## src/rtl/ddr2_rd_rule_mon.sv

```systemverilog
module ddr2_rd_rule_mon #(
  parameter int CNT_W = 4,
  parameter int RL_W  = 4
) (
  input  logic            clk,
  input  logic            rst_n,
  input  logic            clr,
  input  logic            cmd_vld,
  input  logic [1:0]      cmd_kind,
  input  logic            cmd_ap,
  input  logic            bl8,
  input  logic [RL_W-1:0] rd_lat,
  output logic            err_pulse,
  output logic            err_sticky,
  output logic [2:0]      err_code
);
  localparam logic [1:0] K_READ  = 2'd1;
  localparam logic [1:0] K_WRITE = 2'd2;
  localparam int SW = ((CNT_W > RL_W) ? CNT_W : RL_W) + 2;

  logic             has_rd, cur_bl8, cur_ap;
  logic [CNT_W-1:0] gap;
  logic [2:0]       code_now;

  wire [CNT_W-1:0] half  = cur_bl8 ? CNT_W'(4) : CNT_W'(2);
  wire             busy  = has_rd && (gap < half);
  wire             is_rd = cmd_vld && (cmd_kind == K_READ);

  // write data starts RL-1 after WRITE; it must trail read data end (RL+BL/2) by one clock
  wire [SW-1:0] wr_data_at = SW'(gap) + SW'(rd_lat) - SW'(1);
  wire [SW-1:0] rd_free_at = SW'(rd_lat) + SW'(half) + SW'(1);
  wire          wr_ok      = !has_rd || (wr_data_at >= rd_free_at);

  always_comb begin
    code_now = 3'd0;
    if (cmd_vld) begin
      if (busy) begin
        if (!cur_bl8)              code_now = 3'd1;
        else if (cmd_kind != K_READ) code_now = 3'd2;
        else if (gap[0])           code_now = 3'd3;
        else if (cur_ap)           code_now = 3'd4;
      end else if (cmd_kind == K_WRITE && !wr_ok) begin
        code_now = 3'd5;
      end
    end
  end

  always_ff @(posedge clk or negedge rst_n) begin
    if (!rst_n) begin
      has_rd  <= 1'b0;
      cur_bl8 <= 1'b0;
      cur_ap  <= 1'b0;
      gap     <= '0;
    end else if (is_rd) begin
      has_rd  <= 1'b1;
      cur_bl8 <= bl8;
      cur_ap  <= cmd_ap;
      gap     <= CNT_W'(1);
    end else if (has_rd && gap != '1) begin
      gap <= gap + CNT_W'(1);
    end
  end

  always_ff @(posedge clk or negedge rst_n) begin
    if (!rst_n) begin
      err_pulse  <= 1'b0;
      err_sticky <= 1'b0;
      err_code   <= 3'd0;
    end else begin
      err_pulse <= (code_now != 3'd0);
      if (clr) begin
        err_sticky <= 1'b0;
        err_code   <= 3'd0;
      end else if (!err_sticky && code_now != 3'd0) begin
        err_sticky <= 1'b1;
        err_code   <= code_now;
      end
    end
  end

  assert_bl4_cut_R2: assert property (@(posedge clk) disable iff (!rst_n)
    (cmd_vld && cmd_kind == K_READ && !bl8) ##1 cmd_vld |=> err_pulse);

  assert_write_after_read_R7: assert property (@(posedge clk) disable iff (!rst_n)
    (cmd_vld && cmd_kind == K_READ) ##1 (cmd_vld && cmd_kind == K_WRITE) |=> err_pulse);

  assert_sticky_pulses_R8: assert property (@(posedge clk) disable iff (!rst_n)
    $rose(err_sticky) |-> err_pulse);

  assert_first_held_R9: assert property (@(posedge clk) disable iff (!rst_n)
    (err_sticky && !clr) |=> (err_sticky && $stable(err_code)));

  assert_code_set_R9: assert property (@(posedge clk) disable iff (!rst_n)
    err_sticky |-> (err_code != 3'd0));

  assert_clear_R10: assert property (@(posedge clk) disable iff (!rst_n)
    clr |=> (!err_sticky && err_code == 3'd0));

  assert_idle_quiet_R11: assert property (@(posedge clk) disable iff (!rst_n)
    !cmd_vld |=> !err_pulse);
endmodule

```

## config.mk

```make
export PLATFORM = sky130hd
export DESIGN_NAME = ddr2_rd_rule_mon
export DESIGN_NICKNAME = d
export VERILOG_FILES = /design/src/rtl/ddr2_rd_rule_mon.sv
export SDC_FILE = /design/constraint.sdc
export NUM_CORES = 1
export LEC_CHECK = 0
export BUFFER_PORTS_ARGS = -buffer_cell sky130_fd_sc_hd__buf_4
export CORE_UTILIZATION = 50
export DETAILED_ROUTE_END_ITERATION = 10
export GPL_TIMING_DRIVEN = 0
export HOLD_SLACK_MARGIN = 0.02
export PLACE_DENSITY = 0.72
export SLEW_MARGIN = 20
export SYNTH_ARGS = -nofsm -noshare
export SYNTH_HDL_FRONTEND = slang
export SYNTH_SLANG_ARGS = --single-unit
```

## constraint.sdc

```tcl
create_clock -name clk -period 2.7 [get_ports clk]
set_input_delay 0.405 -clock clk [delete_from_list [all_inputs] [get_ports clk]]
set_output_delay 0.405 -clock clk [all_outputs]
set_load 0.02 [all_outputs]
```

==> qor.csv, run 1 <==
metric,value,unit
core_area,2020,µm²
io_buffers,16,
grt_max_degree,13,
tightest_slew,0.425,ns
ff_latch_area,302,µm²
rows,16,
avgViaCountPerCell,5.50,
grt_overflow,0,
syn_to_final_growth,30.1,%
drc,0,
period_needed,2.93,ns
clkTransAtPathRegs,0.08,ns
first_pass_iters,4,
die_h,48.9,µm
drive_gt1_share,35.1,%
dpl_cell_area,1290,µm²
grt_pass1_wl,4.00,mm
finalSetupViolations,5,
crit_slowest_cell,dfrtp_1,
worstSetupPathType,reg2reg,
setup_ws,-0.231,ns
path_max_fanout,3,
antenna_found_initial,0,
async_reset_ff_share,100,%
mostFrequentLayoutCell,buf_4,
die_x,48.9,µm
crit_path_start_kind,flip-flop,
yosys.area.top_type,dfrtp_1,
min_path_type,in2reg,
routed_wl,2.55,mm
final_util,70.7,%
cp.arrival,3.11,ns
dieArea,2390,µm²
initial_core_util,54.3,%
cts_tree,yes,
num_vias,963,
yosys_warnings,0,
grt_pass1_vias,891,
hold_violations,0,
nets,179,
cts_buffer_depth,2,
final_cell_mix,"25 x buf_4, 14 x inv_1, 12 x nand2_1, 12 x ha_1, 11 x dfrtp_1",
rsz0062_at_grt,true,
yosysTopAreaCellShare,27.3,%
status,finished with violations,
syn_nets,149,
violations,negative setup slack,
drtIter0Drc,12,
max_stage_delay,0.41,ns
peakVddDrop,592,µV
final_cell_area,1430,µm²
synth-seq-cells,12,
max_clock_freq,341,MHz
cellPowerDensity,1070,nW/µm²
endpoint_kind,flip-flop,
power,0.00152,W
maxCapViolations,0,
final_antenna_net_count,0,
dpl.hpwl,1.85,mm
syn_area,1100,µm²
clk_latency,0.28,ns
timing.max_slew.rel_slack,71.2,%
clkSinkCount,12,
htreeDepth,1,
synth_edf_count,0,
multi_input_area,778,µm²
globalRouteTotalUtil,22.3,%
cts_buffers,3,
synth_ff_type,dfrtp_1,
ys_types,34,
diodes,0,
skew,0.00401,ns
wl_per_cell,14.6,µm
synth.area.top_cells,"dfrtp_1 27%, ha_1 18%, inv_1 6.8%, nand2_1 4.1%, xnor2_1 4.0%",
period_share,109,%
dp_slack,-0.341,ns
required,2.87,ns
syn_avg_cell_area,9.23,µm²
cp_cell_sequence,inv_2 > ha_4 > inv_2 > ha_4 > fa_2 > xor2_1 > ha_1 > a21o_1 > a221o_1 > o21ai_2 > o2111ai_1 > a31o_1,
nFillCells,156,
slew_violations,0,
ios,17,
ys_seq_area_share,27.3,%
p_leak,0.712,nW
routabilityCongestion,0.820,
synthCells,119,
clockRootBuffer,clkbuf_4,
==> routing by layer <==
layer / vias up / GRT usage, % / share of wire [%]
met1: 464 / 29.9 / 46
met3: 4 / 5.61 / 4.2
met5: - / 0 / 0
met2: 29 / 36.6 / 49
li1: 466 / - / -
met4: 0 / 4.41 / 1.1
==> what timing repair did <==
action / in CTS / in global routing
setup endpoints to repair: 5 / 5
hold buffers: 1 / 0
resized for setup: 3 / 4
pin swaps: 12 / 11
buffers inserted: 4 / 5
hold endpoints to repair: 12 / 0
==> flip-flops by register name (all words and copies together) (netlist names) <==
name	count
err_pulse	1
err_code	3
has_rd	1
cur_ap	1
cur_bl8	1
gap	4
err_sticky	1
==> final timing paths <==
check | slack, ns | depth (start not counted) | startpoint | endpoint
max | -0.23 | 12 | gap[1] | err_code[1]
min | 0.32 | 3 | cmd_ap | cur_ap
max reg2reg | -0.23 | 12 | gap[1] | err_code[1]
min reg2reg | 0.51 | 2 | cur_ap | cur_ap
max in group asynchronous | 2.03 | 2 | rst_n | cur_bl8
min in group asynchronous | 0.50 | 2 | rst_n | err_sticky
==> through the flow <==
step	TNS [ns]	hold WS [ns]	cells
floorplan	-0.0325	0.109	119
global placement	-1.09	0.254	162
detailed placement	-1.33	0.257	162
CTS	-0.479	0.307	171
global route	-1.21	0.318	175
finish	-0.892	0.319	175
==> cell type report <==
cell class | count | share of cell area, %
repair buffers | 26 | 13.8
multi-input cells | 85 | 54.5
well taps | 27 | 2.36
inverters | 20 | 5.43
clock buffers | 4 | 2.54
flip-flops and latches | 12 | 21.1
plain buffers | 1 | 0.263
==> report_power, final <==
| part | switching (W) | internal, W |
|---|---|---|
| clock | 0.0000666 | 0.0000821 |
| combinational | 0.000551 | 0.000526 |
| sequential | 0.0000591 | 0.000240 |
| total | 0.000677 | 0.000848 |
==> worst max-delay path, delay by kind of cell, from the launching register on <==
family                   cells  cell delay, ns
flip-flops                   1            0.41
XOR/XNOR                     1            0.15
AO/OA/AOI/OAI                5            1.11
buffers and inverters        2            0.11
adder cells (fa/ha/maj)      4            1.04
==> cells by family (layout without fill, tap and decap cells) <==
group / after synthesis / after routing / share of synthesized area [%]
DFF: 12 / 12 / 27.3
adders and majority gates: 18 / 18 / 21.9
AOI/OAI and AO/OA: 26 / 26 / 17.3
xor gates and xnor gates: 8 / 8 / 6.38
buffers and inverters: 22 / 51 / 7.52
muxes: 1 / 1 / 0.911
and+or+nand+nor: 32 / 32 / 18.7
==> cell usage after synthesis (2+ instances only) <==
cell,n
nor3_2,2
o21ai_0,3
a31o_1,2
xnor2_1,5
nor2_1,6
inv_1,20
clkbuf_1,2
a21o_1,3
nor2b_1,4
fa_1,2
ha_1,16
a31oi_1,3
o2111ai_1,2
nand2_1,12
xor2_1,3
a21oi_1,5
dfrtp_1,12
(Power assumes the default switching activity.)
==> run 2, diff against run 1 <==
--- a/config.mk
+++ b/config.mk
@@ -6,11 +6,11 @@
 export NUM_CORES = 1
 export LEC_CHECK = 0
 export BUFFER_PORTS_ARGS = -buffer_cell sky130_fd_sc_hd__buf_4
-export CORE_UTILIZATION = 50
+export CORE_UTILIZATION = 58
 export DETAILED_ROUTE_END_ITERATION = 10
 export GPL_TIMING_DRIVEN = 0
 export HOLD_SLACK_MARGIN = 0.02
-export PLACE_DENSITY = 0.72
+export PLACE_DENSITY = 0.79
 export SLEW_MARGIN = 20
 export SYNTH_ARGS = -nofsm -noshare
 export SYNTH_HDL_FRONTEND = slang
==> constraint.sdc (replaced) <==
create_clock -name clk -period 3.7 [get_ports clk]
set_input_delay 0.555 -clock clk [delete_from_list [all_inputs] [get_ports clk]]
set_output_delay 0.555 -clock clk [all_outputs]
set_load 0.02 [all_outputs]
==> qor.csv, run 2 (synthesis results as in run 1) <==
metric,value,unit,change
grt_pass1_vias,818,,-8.2%
htreeDepth,1,,unchanged
max_clock_freq,304,MHz,-11%
cts_tree,yes,,
drive_gt1_share,20.9,%,-14 points
crit_buf_inv,3,,+1
reg2reg_from,gap[0],,
peakVddDrop,411,µV,-31%
routed-wl-met2,1.10,mm,-12%
routabilityCongestion,0.828,,+0.95%
cp.arrival,3.45,ns,+0.34 ns
period_needed,3.29,ns,+0.360 ns
skew,0.0132,ns,+0.00919 ns
wl_met1,966,µm,-18%
ios,17,,unchanged
p_leak,0.671,nW,-5.8%
clockRootBuffer,clkbuf_4,,
reg2reg_to,err_code[1],,
worst-r2r-setup-slack,0.41,ns,+0.64 ns
cts_buffers,3,,unchanged
first_pass_iters,5,,+1
grt_overflow,0,,unchanged
period_share,88.9,%,-20 points
cpMostUsedCell,ha_1,,
crit_path_start_kind,flip-flop,,
initial_core_util,62.9,%,+8.6 points
required,3.86,ns,+0.99 ns
core_area,1750,µm²,-14%
crit_start,gap[0],,
drc,0,,unchanged
reg_top3,"gap (4), err_code (3)",,
largest_reg_flops,4,,unchanged
routed.top_layer,met4,,
wl_met3,106,µm,unchanged
hold_buffers,0,,-1
clkTransAtPathRegs,0.09,ns,about the same
antenna_found_initial,0,,unchanged
tightest_slew,0.413,ns,-0.0114 ns
nFillCells,145,,-7.1%
crit_slowest_cell,dfrtp_1,,
globalRouteTotalUtil,24.8,%,+2.5 points
worstRegToRegCells,13,,+1
comb_power_share,65.8,%,-4.8 points
status,"finished, final reports clean",,
grt_max_degree,13,,unchanged
grt_pass1_wl,3.57,mm,-11%
cts_resized,0,,-3
io_buffers,16,,unchanged
clk_latency,0.28,ns,about the same
drtIter0Drc,29,,+17
min_path_type,in2async,,
num_vias,876,,-9.0%
post_cts_buffers,0,,-4
wl_per_cell,13.3,µm,-8.6%
cp_top_family,compound AO/OA/AOI/OAI gates,,
slew_violations,0,,unchanged
swShare,45.3,%,+0.91 points
avgViaCountPerCell,5.34,,-2.9%
pwr-share-clk,11.2,%,+1.4 points
routed_wl,2.19,mm,-14%
mostFrequentLayoutCell,inv_1,,
rsz0062_at_grt,false,,
die_h,45.5,µm,-6.9%
cts_buffer_depth,2,,unchanged
final_cell_mix,"20 x inv_1, 16 x ha_1, 16 x buf_4, 12 x nand2_1, 12 x dfrtp_1",,
internal_power,0.000520,W,-39%
nets,170,,-5.0%
p_sw,0.000431,W,-36%
cellPowerDensity,740,nW/µm²,-31%
die_x,45.5,µm,-6.9%
regMostFlops,gap,,
maxCapViolations,0,,unchanged
worstSetupPathType,reg2reg,,
timing.max_slew.rel_slack,72.3,%,+1.1 points
dieArea,2070,µm²,-13%
diodes,0,,unchanged
max_stage_delay,0.41,ns,about the same
endpoint_kind,flip-flop,,
hold_violations,0,,unchanged
rows,15,,-1
final_antenna_net_count,0,,unchanged
path_max_fanout,7,,+4
finalSetupViolations,0,,-5
cp_cell_sequence,clkbuf_1 > inv_1 > ha_1 > inv_1 > ha_1 > fa_1 > xor2_1 > ha_1 > a21o_1 > a221o_1 > o21ai_2 > o2111ai_1 > a31o_1,,
dpl.hpwl,1.77,mm,-4.5%
tns,0,ns,+0.892 ns
clkSinkCount,12,,unchanged
p_seq_share,23.0,%,+3.4 points
power,0.000952,W,-38%
syn_to_final_growth,17.1,%,
==> run 2: changes by cell type in the layout (fill, tap and decap cells not counted), sizes merged <==
| cell | delta |
|---|---|
| dlygate4sd3 | -1 |
| clkbuf | +1 |
| buf | -9 |
==> run 2: how the worst max path moves through the flow <==
stage | endpoint | slack, ns | cells past startpoint
2_1_floorplan | err_code[1] | 0.61 | 12
3_3_place_gp | err_code[1] | 0.36 | 13
3_5_place_dp | err_code[1] | 0.31 | 13
4_1_cts | err_code[1] | 0.40 | 13
5_1_grt | err_code[1] | 0.21 | 13
6_report | err_code[1] | 0.41 | 13
==> run 2: layer usage <==
| layer | vias to the layer above | track usage, % |
|---|---|---|
| li1 | 450 | - |
| met1 | 390 | 32.0 |
| met2 | 32 | 40.6 |
| met3 | 4 | 5.95 |
| met4 | 0 | 7.88 |
| met5 | - | 0 |
==> run 2: power by group through the flow <==
stage	logic, W	registers [W]	clock network, W
finish	0.000626	0.000219	0.000106
global route	0.000716	0.000224	0.000116
CTS	0.000628	0.000219	0.000109
detailed placement	0.000620	0.000219	0
global placement	0.000598	0.000218	0
floorplan	0.000457	0.000233	0
==> run 2: worst register-to-register path, stage by stage (launching register included) <==
cell and delay [ns]:
dfrtp_1 0.41, clkbuf_1 0.22, inv_1 0.13, ha_1 0.15, inv_1 0.04, ha_1 0.20, fa_1 0.40, xor2_1 0.18
ha_1 0.31, a21o_1 0.18, a221o_1 0.33, o21ai_2 0.24, o2111ai_1 0.16, a31o_1 0.24
==> run 2: layout make-up <==
| type | count | area (µm²) | area share (%) |
|---|---|---|---|
| buffer | 2 | 7.51 | 0.584 |
| clock buffer | 4 | 36.3 | 2.82 |
| inverter | 20 | 75.1 | 5.84 |
| multi-input combinational | 85 | 716 | 55.6 |
| sequential | 12 | 300 | 23.3 |
| tap | 25 | 31.3 | 2.43 |
| timing repair buffer | 16 | 120 | 9.34 |
==> run 2: through the flow <==
stage	cell area, µm²	utilization, %	worst slack [ns]	hold WS [ns]	std cells
finish	1290	73.7	0.409	0.0937	164
global route	1290	73.7	0.208	0.0935	164
CTS	1290	73.7	0.397	0.100	164
detailed placement	1250	71.6	0.310	0.405	160
global placement	1250	71.6	0.356	0.407	160
floorplan	1100	-	0.614	0.259	119
